### src/rtl/card_clk_pkg.sv
package card_clk_pkg;

    typedef enum logic [1:0] {
        PWR_OFF   = 2'b00,
        PWR_RSVD  = 2'b01,
        PWR_CYCLE = 2'b10,
        PWR_ON    = 2'b11
    } pwr_e;

    typedef enum logic [2:0] {
        BM_LEGACY = 3'd0,
        BM_HS     = 3'd1,
        BM_SDR12  = 3'd2,
        BM_SDR25  = 3'd3,
        BM_SDR50  = 3'd4,
        BM_DDR50  = 3'd5,
        BM_SDR104 = 3'd6,
        BM_HS200  = 3'd7
    } bus_mode_e;

    typedef struct packed {
        logic hs;
        logic fb;
    } mode_flags_t;

    function automatic mode_flags_t decode_mode(input bus_mode_e m);
        mode_flags_t f;
        f.hs = (m >= BM_SDR50);
        f.fb = (m == BM_SDR104) || (m == BM_HS200);
        return f;
    endfunction

endpackage

### src/rtl/card_clk_req.sv
module card_clk_req #(
    parameter int DIV_W      = 10,
    parameter int FREQ_W     = 18,
    parameter int KERNEL_KHZ = 200000
) (
    input  logic              use_freq,
    input  logic              ddr_en,
    input  logic [DIV_W-1:0]  div_field,
    input  logic [FREQ_W-1:0] req_khz,
    output logic [DIV_W-1:0]  req_div
);
    localparam logic [DIV_W-1:0] DIV_MAX = '1;
    localparam logic [DIV_W-1:0] DIV_ONE = DIV_W'(1);
    localparam logic [31:0]      KHZ32   = 32'(KERNEL_KHZ);

    logic [31:0] freq32;
    logic [31:0] twice32;
    logic [31:0] quot;
    logic        sat;
    logic [DIV_W-1:0] from_freq;
    logic [DIV_W-1:0] from_field;

    always_comb begin
        freq32  = 32'(req_khz);
        twice32 = {freq32[30:0], 1'b0};
        quot    = '0;
        if (req_khz != '0) begin
            quot = (KHZ32 + twice32 - 32'd1) / twice32;
        end
        sat = |quot[31:DIV_W];
        if (req_khz == '0) begin
            from_freq = DIV_MAX;
        end else if (freq32 >= KHZ32) begin
            from_freq = ddr_en ? DIV_ONE : '0;
        end else if (sat) begin
            from_freq = DIV_MAX;
        end else begin
            from_freq = quot[DIV_W-1:0];
        end
    end

    always_comb begin
        if (ddr_en && (div_field == '0)) begin
            from_field = DIV_ONE;
        end else begin
            from_field = div_field;
        end
    end

    assign req_div = use_freq ? from_freq : from_field;

endmodule

### src/rtl/card_clk_mode.sv
module card_clk_mode
    import card_clk_pkg::*;
(
    input  logic       clk,
    input  logic       rst,
    input  logic [2:0] bus_mode,
    output logic       bus_hs,
    output logic       sample_fb
);
    mode_flags_t flags_d;
    mode_flags_t flags_q;

    assign flags_d = decode_mode(bus_mode_e'(bus_mode));

    always_ff @(posedge clk) begin
        if (rst) begin
            flags_q <= '0;
        end else begin
            flags_q <= flags_d;
        end
    end

    assign bus_hs    = flags_q.hs;
    assign sample_fb = flags_q.fb;

endmodule

### src/rtl/card_clk_gen.sv
module card_clk_gen #(
    parameter int DIV_W = 10
) (
    input  logic             clk,
    input  logic             rst,
    input  logic             run,
    input  logic [DIV_W-1:0] req_div,
    output logic             ck_lvl,
    output logic             ck_rise,
    output logic             ck_fall,
    output logic             ck_bypass,
    output logic [DIV_W-1:0] act_div
);
    localparam logic [DIV_W-1:0] DIV_ONE = DIV_W'(1);

    logic [DIV_W-1:0] act_q;
    logic [DIV_W-1:0] cnt_q;
    logic             lvl_q;
    logic             rise_q;
    logic             fall_q;
    logic             run_q;
    logic             phase_end;

    assign phase_end = (cnt_q == (act_q - DIV_ONE));

    always_ff @(posedge clk) begin
        if (rst) begin
            act_q  <= '0;
            cnt_q  <= '0;
            lvl_q  <= 1'b0;
            rise_q <= 1'b0;
            fall_q <= 1'b0;
            run_q  <= 1'b0;
        end else begin
            run_q  <= run;
            rise_q <= 1'b0;
            fall_q <= 1'b0;
            if (!run) begin
                act_q <= req_div;
                cnt_q <= '0;
                lvl_q <= 1'b0;
            end else if (act_q == '0) begin
                act_q <= req_div;
                cnt_q <= '0;
                lvl_q <= 1'b0;
            end else if (phase_end) begin
                cnt_q <= '0;
                if (lvl_q) begin
                    lvl_q  <= 1'b0;
                    fall_q <= 1'b1;
                end else if (req_div == '0) begin
                    act_q <= '0;
                end else begin
                    act_q  <= req_div;
                    lvl_q  <= 1'b1;
                    rise_q <= 1'b1;
                end
            end else begin
                cnt_q <= cnt_q + DIV_ONE;
            end
        end
    end

    assign ck_bypass = run_q && (act_q == '0);
    assign ck_lvl    = lvl_q;
    assign ck_rise   = rise_q || ck_bypass;
    assign ck_fall   = fall_q || ck_bypass;
    assign act_div   = act_q;

endmodule

### src/rtl/card_clk_div.sv
module card_clk_div
    import card_clk_pkg::*;
#(
    parameter int DIV_W      = 10,
    parameter int FREQ_W     = 18,
    parameter int KERNEL_KHZ = 200000
) (
    input  logic              clk,
    input  logic              rst,
    input  logic [1:0]        pwr_state,
    input  logic              ddr_en,
    input  logic [2:0]        bus_mode,
    input  logic              use_freq,
    input  logic [DIV_W-1:0]  div_field,
    input  logic [FREQ_W-1:0] req_khz,
    output logic              ck_lvl,
    output logic              ck_rise,
    output logic              ck_fall,
    output logic              ck_bypass,
    output logic [DIV_W-1:0]  act_div,
    output logic              bus_hs,
    output logic              sample_fb
);
    logic [DIV_W-1:0] req_div;
    logic             run;

    assign run = (pwr_e'(pwr_state) == PWR_ON);

    card_clk_req #(
        .DIV_W      (DIV_W),
        .FREQ_W     (FREQ_W),
        .KERNEL_KHZ (KERNEL_KHZ)
    ) u_req (
        .use_freq  (use_freq),
        .ddr_en    (ddr_en),
        .div_field (div_field),
        .req_khz   (req_khz),
        .req_div   (req_div)
    );

    card_clk_gen #(
        .DIV_W (DIV_W)
    ) u_gen (
        .clk       (clk),
        .rst       (rst),
        .run       (run),
        .req_div   (req_div),
        .ck_lvl    (ck_lvl),
        .ck_rise   (ck_rise),
        .ck_fall   (ck_fall),
        .ck_bypass (ck_bypass),
        .act_div   (act_div)
    );

    card_clk_mode u_mode (
        .clk       (clk),
        .rst       (rst),
        .bus_mode  (bus_mode),
        .bus_hs    (bus_hs),
        .sample_fb (sample_fb)
    );

endmodule

### config.mk
export PLATFORM = sky130hd
export DESIGN_NAME = card_clk_div
export DESIGN_NICKNAME = d
export VERILOG_FILES = /design/src/rtl/card_clk_pkg.sv /design/src/rtl/card_clk_req.sv /design/src/rtl/card_clk_mode.sv /design/src/rtl/card_clk_gen.sv /design/src/rtl/card_clk_div.sv
export SDC_FILE = /design/constraint.sdc
export NUM_CORES = 1
export LEC_CHECK = 0
export CAP_MARGIN = 0
export CORE_MARGIN = 8
export CORE_UTILIZATION = 30
export DETAILED_ROUTE_END_ITERATION = 16
export PLACE_DENSITY_LB_ADDON = 0.3
export SKIP_LAST_GASP = 1
export SYNTH_ARGS = -nofsm -noshare
export SYNTH_HDL_FRONTEND = slang
export SYNTH_SLANG_ARGS = --single-unit
### constraint.sdc
create_clock -name clk -period 233.2 [get_ports clk]
set_clock_uncertainty 0.15 [all_clocks]
set_input_delay 23.32 -clock clk [delete_from_list [all_inputs] [get_ports clk]]
set_output_delay 23.32 -clock clk [all_outputs]
set_load 0.01 [all_outputs]
==> flow_summary_export.csv <==
group,metric,value,unit
final_layout,diodes,0,
logic_synthesis,async_flop_share,0,%
clock_network,clkSinkCount,26,
global_route,grt_usage,17.3,%
die,die_x,347,um
clock_network,cts_tree,"built",
global_route,grt_pass1_wl,177,mm
sta,relSlewSlack,21.7,%
clock_network,postCtsSetupRepairBufs,0,
global_route,antenna_found_initial,0,
sta,slew_violations,0,
die,die_area,121000,um^2
sta,max_freq,8.60,MHz
logic_synthesis,synth-edff-count,0,
worst_setup_path,cp-end-kind,"flop",
logic_synthesis,synth_seq_cells,26,
final_layout,final_core_utilization,32.2,%
logic_synthesis,yosysSeqAreaShare,1.58,%
logic_synthesis,ys_warn_count,0,
worst_setup_path,cp_max_fo,38,
drt,drc_errors,0,
logic_synthesis,syn_area,32900,um^2
logic_synthesis,synthFlopType,"dfxtp_1",
die,die_y,347,um
sta,rsz0062_at_grt,"false",
worst_setup_path,critPathArrivalTime,116.34,ns
die,initial_core_util,30.3,%
min_path,min_path_type,"flop to flop",
final_layout,layout-drive-gt1-share,6.82,%
clock_network,cts_root_buf,"clkbuf_16",
clock_network,htreeDepth,1,
drt,routed-via-count,35400,
clock_network,clk_pin_slew_worst_paths,0.07,ns
logic_synthesis,avgSynthCellArea,6.81,um^2
drt,wl_per_cell,17.7,um
worst_setup_path,crit_required,233.20,ns
final_layout,nets,5275,
clock_network,clkLatencyLatePin,0.26,ns
logic_synthesis,synth_most_common_cell,"nor2_1",
clock_network,cts_resized,0,
clock_network,cts_made_buffers,3,
final_layout,stdcell_area,35000,um^2
worst_setup_path,startpoint,"req_khz[0]",
die,core,109000,um^2
sta,worstMarginPinSlew,1.17,ns
worst_setup_path,crit_slowest_cell,"nor3_4",
placed_design,placed_cell_area,34900,um^2
logic_synthesis,synth_area_leader_cell,"ha_1",
worst_setup_path,r2r_start,"u_gen.act_div[2]$_SDFFE_PP0P_",
min_path,min_from,"u_gen.ck_lvl$_SDFFE_PP0N_",
sta,finalSetupViolations,0,
global_route,grt_overflow,0,
run,max_cap_violations,0,
drt,first_pass_iters,5,
sta,final.setup.worst_slack,116.86,ns
die,ios,53,
final_layout,area_growth_syn_to_layout,6.33,%
logic_synthesis,synth_top_cell_area_share,15.7,%
clock_network,clk_path_buf_depth,2,
drt,drtIter0Drc,2363,
sta,fin_crit_sh,49.9,%
drt,routed_wl,111,mm
die,rows,121,
global_route,grt_pass1_vias,33200,
worst_setup_path,crit_top_cell,"o21ai_0",
worst_setup_path,cp-start-kind,"input pin",
worst_setup_path,path_class,"input pin to flop",
logic_synthesis,syn_inst,4841,
drt,detail-route-antenna-nets,0,
sta,setup_tns,0,ns
logic_synthesis,netlist_top_cells_count,"nor2_1 (531), a21oi_1 (492), nand2_1 (448), ha_1 (414), o21ai_0 (320)",
sta,final_hold_viol_count,0,
logic_synthesis,ys_top_cells_by_area,"ha_1 (16%), a21oi_1 (7.5%), xnor2_1 (6.8%)",
final_layout,nFillCells,11900,
global_route,grt_max_degree,39,
placed_design,hpwl,89.5,mm
placed_design,port_buffers,51,
placed_design,pre_cts_slack,117.52,ns
logic_synthesis,post_synth_num_cell_types,159,
placed_design,gp_congestion,0.928,
outcome,outcome,"finished, final reports clean",
drt,via_per_inst,5.67,
clock_network,ctsHoldBuffers,0,
sta,period_needed,116.34,ns
worst_setup_path,cpPeakStageDelay,0.95,ns
## path summary, 6_finish.rpt
check,end,slack [ns],depth (start not counted)
max,u_gen.ck_lvl$_SDFFE_PP0N_,116.86,422
min,u_gen.fall_q$_SDFF_PP0_,0.32,2
max reg2reg,u_gen.act_div[9]$_SDFFE_PP0P_,229.89,13
min reg2reg,u_gen.fall_q$_SDFF_PP0_,0.32,2
## state kept, by name (all words and copies together), names as in the netlist
register          count
u_gen.act_div        10
u_gen.cnt_q          10
u_gen.ck_lvl          1
u_gen.fall_q          1
u_gen.rise_q          1
u_gen.run_q           1
u_mode.bus_hs         1
u_mode.sample_fb      1
## cell families after synthesis
| group | after synthesis | share of synthesized area [%] |
|---|---|---|
| AOI/OAI and AO/OA | 1629 | 32.8 |
| and+or+nand+nor | 1906 | 29.4 |
| adders and majority gates | 415 | 15.8 |
| DFF | 26 | 1.58 |
| muxes | 121 | 4.06 |
| xor gates and xnor gates | 414 | 11.6 |
| buffers and inverters | 329 | 4.76 |
| other | 1 | 0.0114 |
## stage by stage
step,hold WS [ns],instances
2_1_floorplan,0.301,4852
3_3_place_gp,0.312,6233
3_5_place_dp,0.321,6233
4_1_cts,0.331,6237
5_1_grt,0.378,6237
6_report,0.322,6237
## area by class of cell
class	count	area [um^2]	share of cell area (%)
multi-input combinational	4497	31000	88.5
tap	1414	1770	5.05
clock inverter	1	30.0	0.0857
inverter	187	702	2.00
timing repair buffer	109	946	2.70
sequential	26	520	1.49
clock buffer	3	75.1	0.214
## critical path: cells and delay by family
family | cells | cell delay (ns)
buf+inv | 14 | 4.31
fa+ha+maj | 30 | 9.94
simple gates | 122 | 21.17
mux | 4 | 1.66
xor+xnor | 6 | 1.43
compound gates | 246 | 54.19
## layout by cell type, fill, tap and decap left out, types with 12 or more instances in the layout
cell type        synthesis  layout
dfxtp_1                 26      26
or3_1                   45      45
conb_1                   1      12
nor2_1                 531     528
nor2b_1                 59      58
and2_1                  76      76
ha_1                   414     414
nor4_1                  53      53
xor2_1                 140     139
nand2b_1                91      90
mux2i_1                 40      40
o21a_1                  95      95
buf_4                   31      58
mux2_2                  69      69
o31ai_1                 79      77
a211o_1                 18      18
a31o_2                  16      16
and4_1                  15      15
nor3_1                 139     137
nand2_1                448     448
and3_1                  70      70
a2111oi_0               16      16
a21boi_0                26      26
a31oi_1                 41      40
a21oi_1                492     491
nand3_1                132     132
o21ai_1                 17      17
or4_1                   13      13
o21bai_1                63      63
or2_2                   25      25
inv_1                  184     180
o21ai_0                320     320
a211oi_1                37      37
clkdlybuf4s50_1          0      51
nor3b_1                 13      13
xnor2_1                256     256
a21o_1                 161     161
nand4_1                 78      78
o211ai_1                35      35
## per-layer routing
metal	track usage [%]	vias to the layer above	share of wire [%]
met2	29.1	815	45
met1	24.4	16400	49
met3	0.751	139	4.1
met5	0	-	0
met4	3.75	0	2.4
li1	-	18000	-
Power is not shown: default switching activity piles up to over one toggle a cycle in this logic, so the estimate is an artifact.
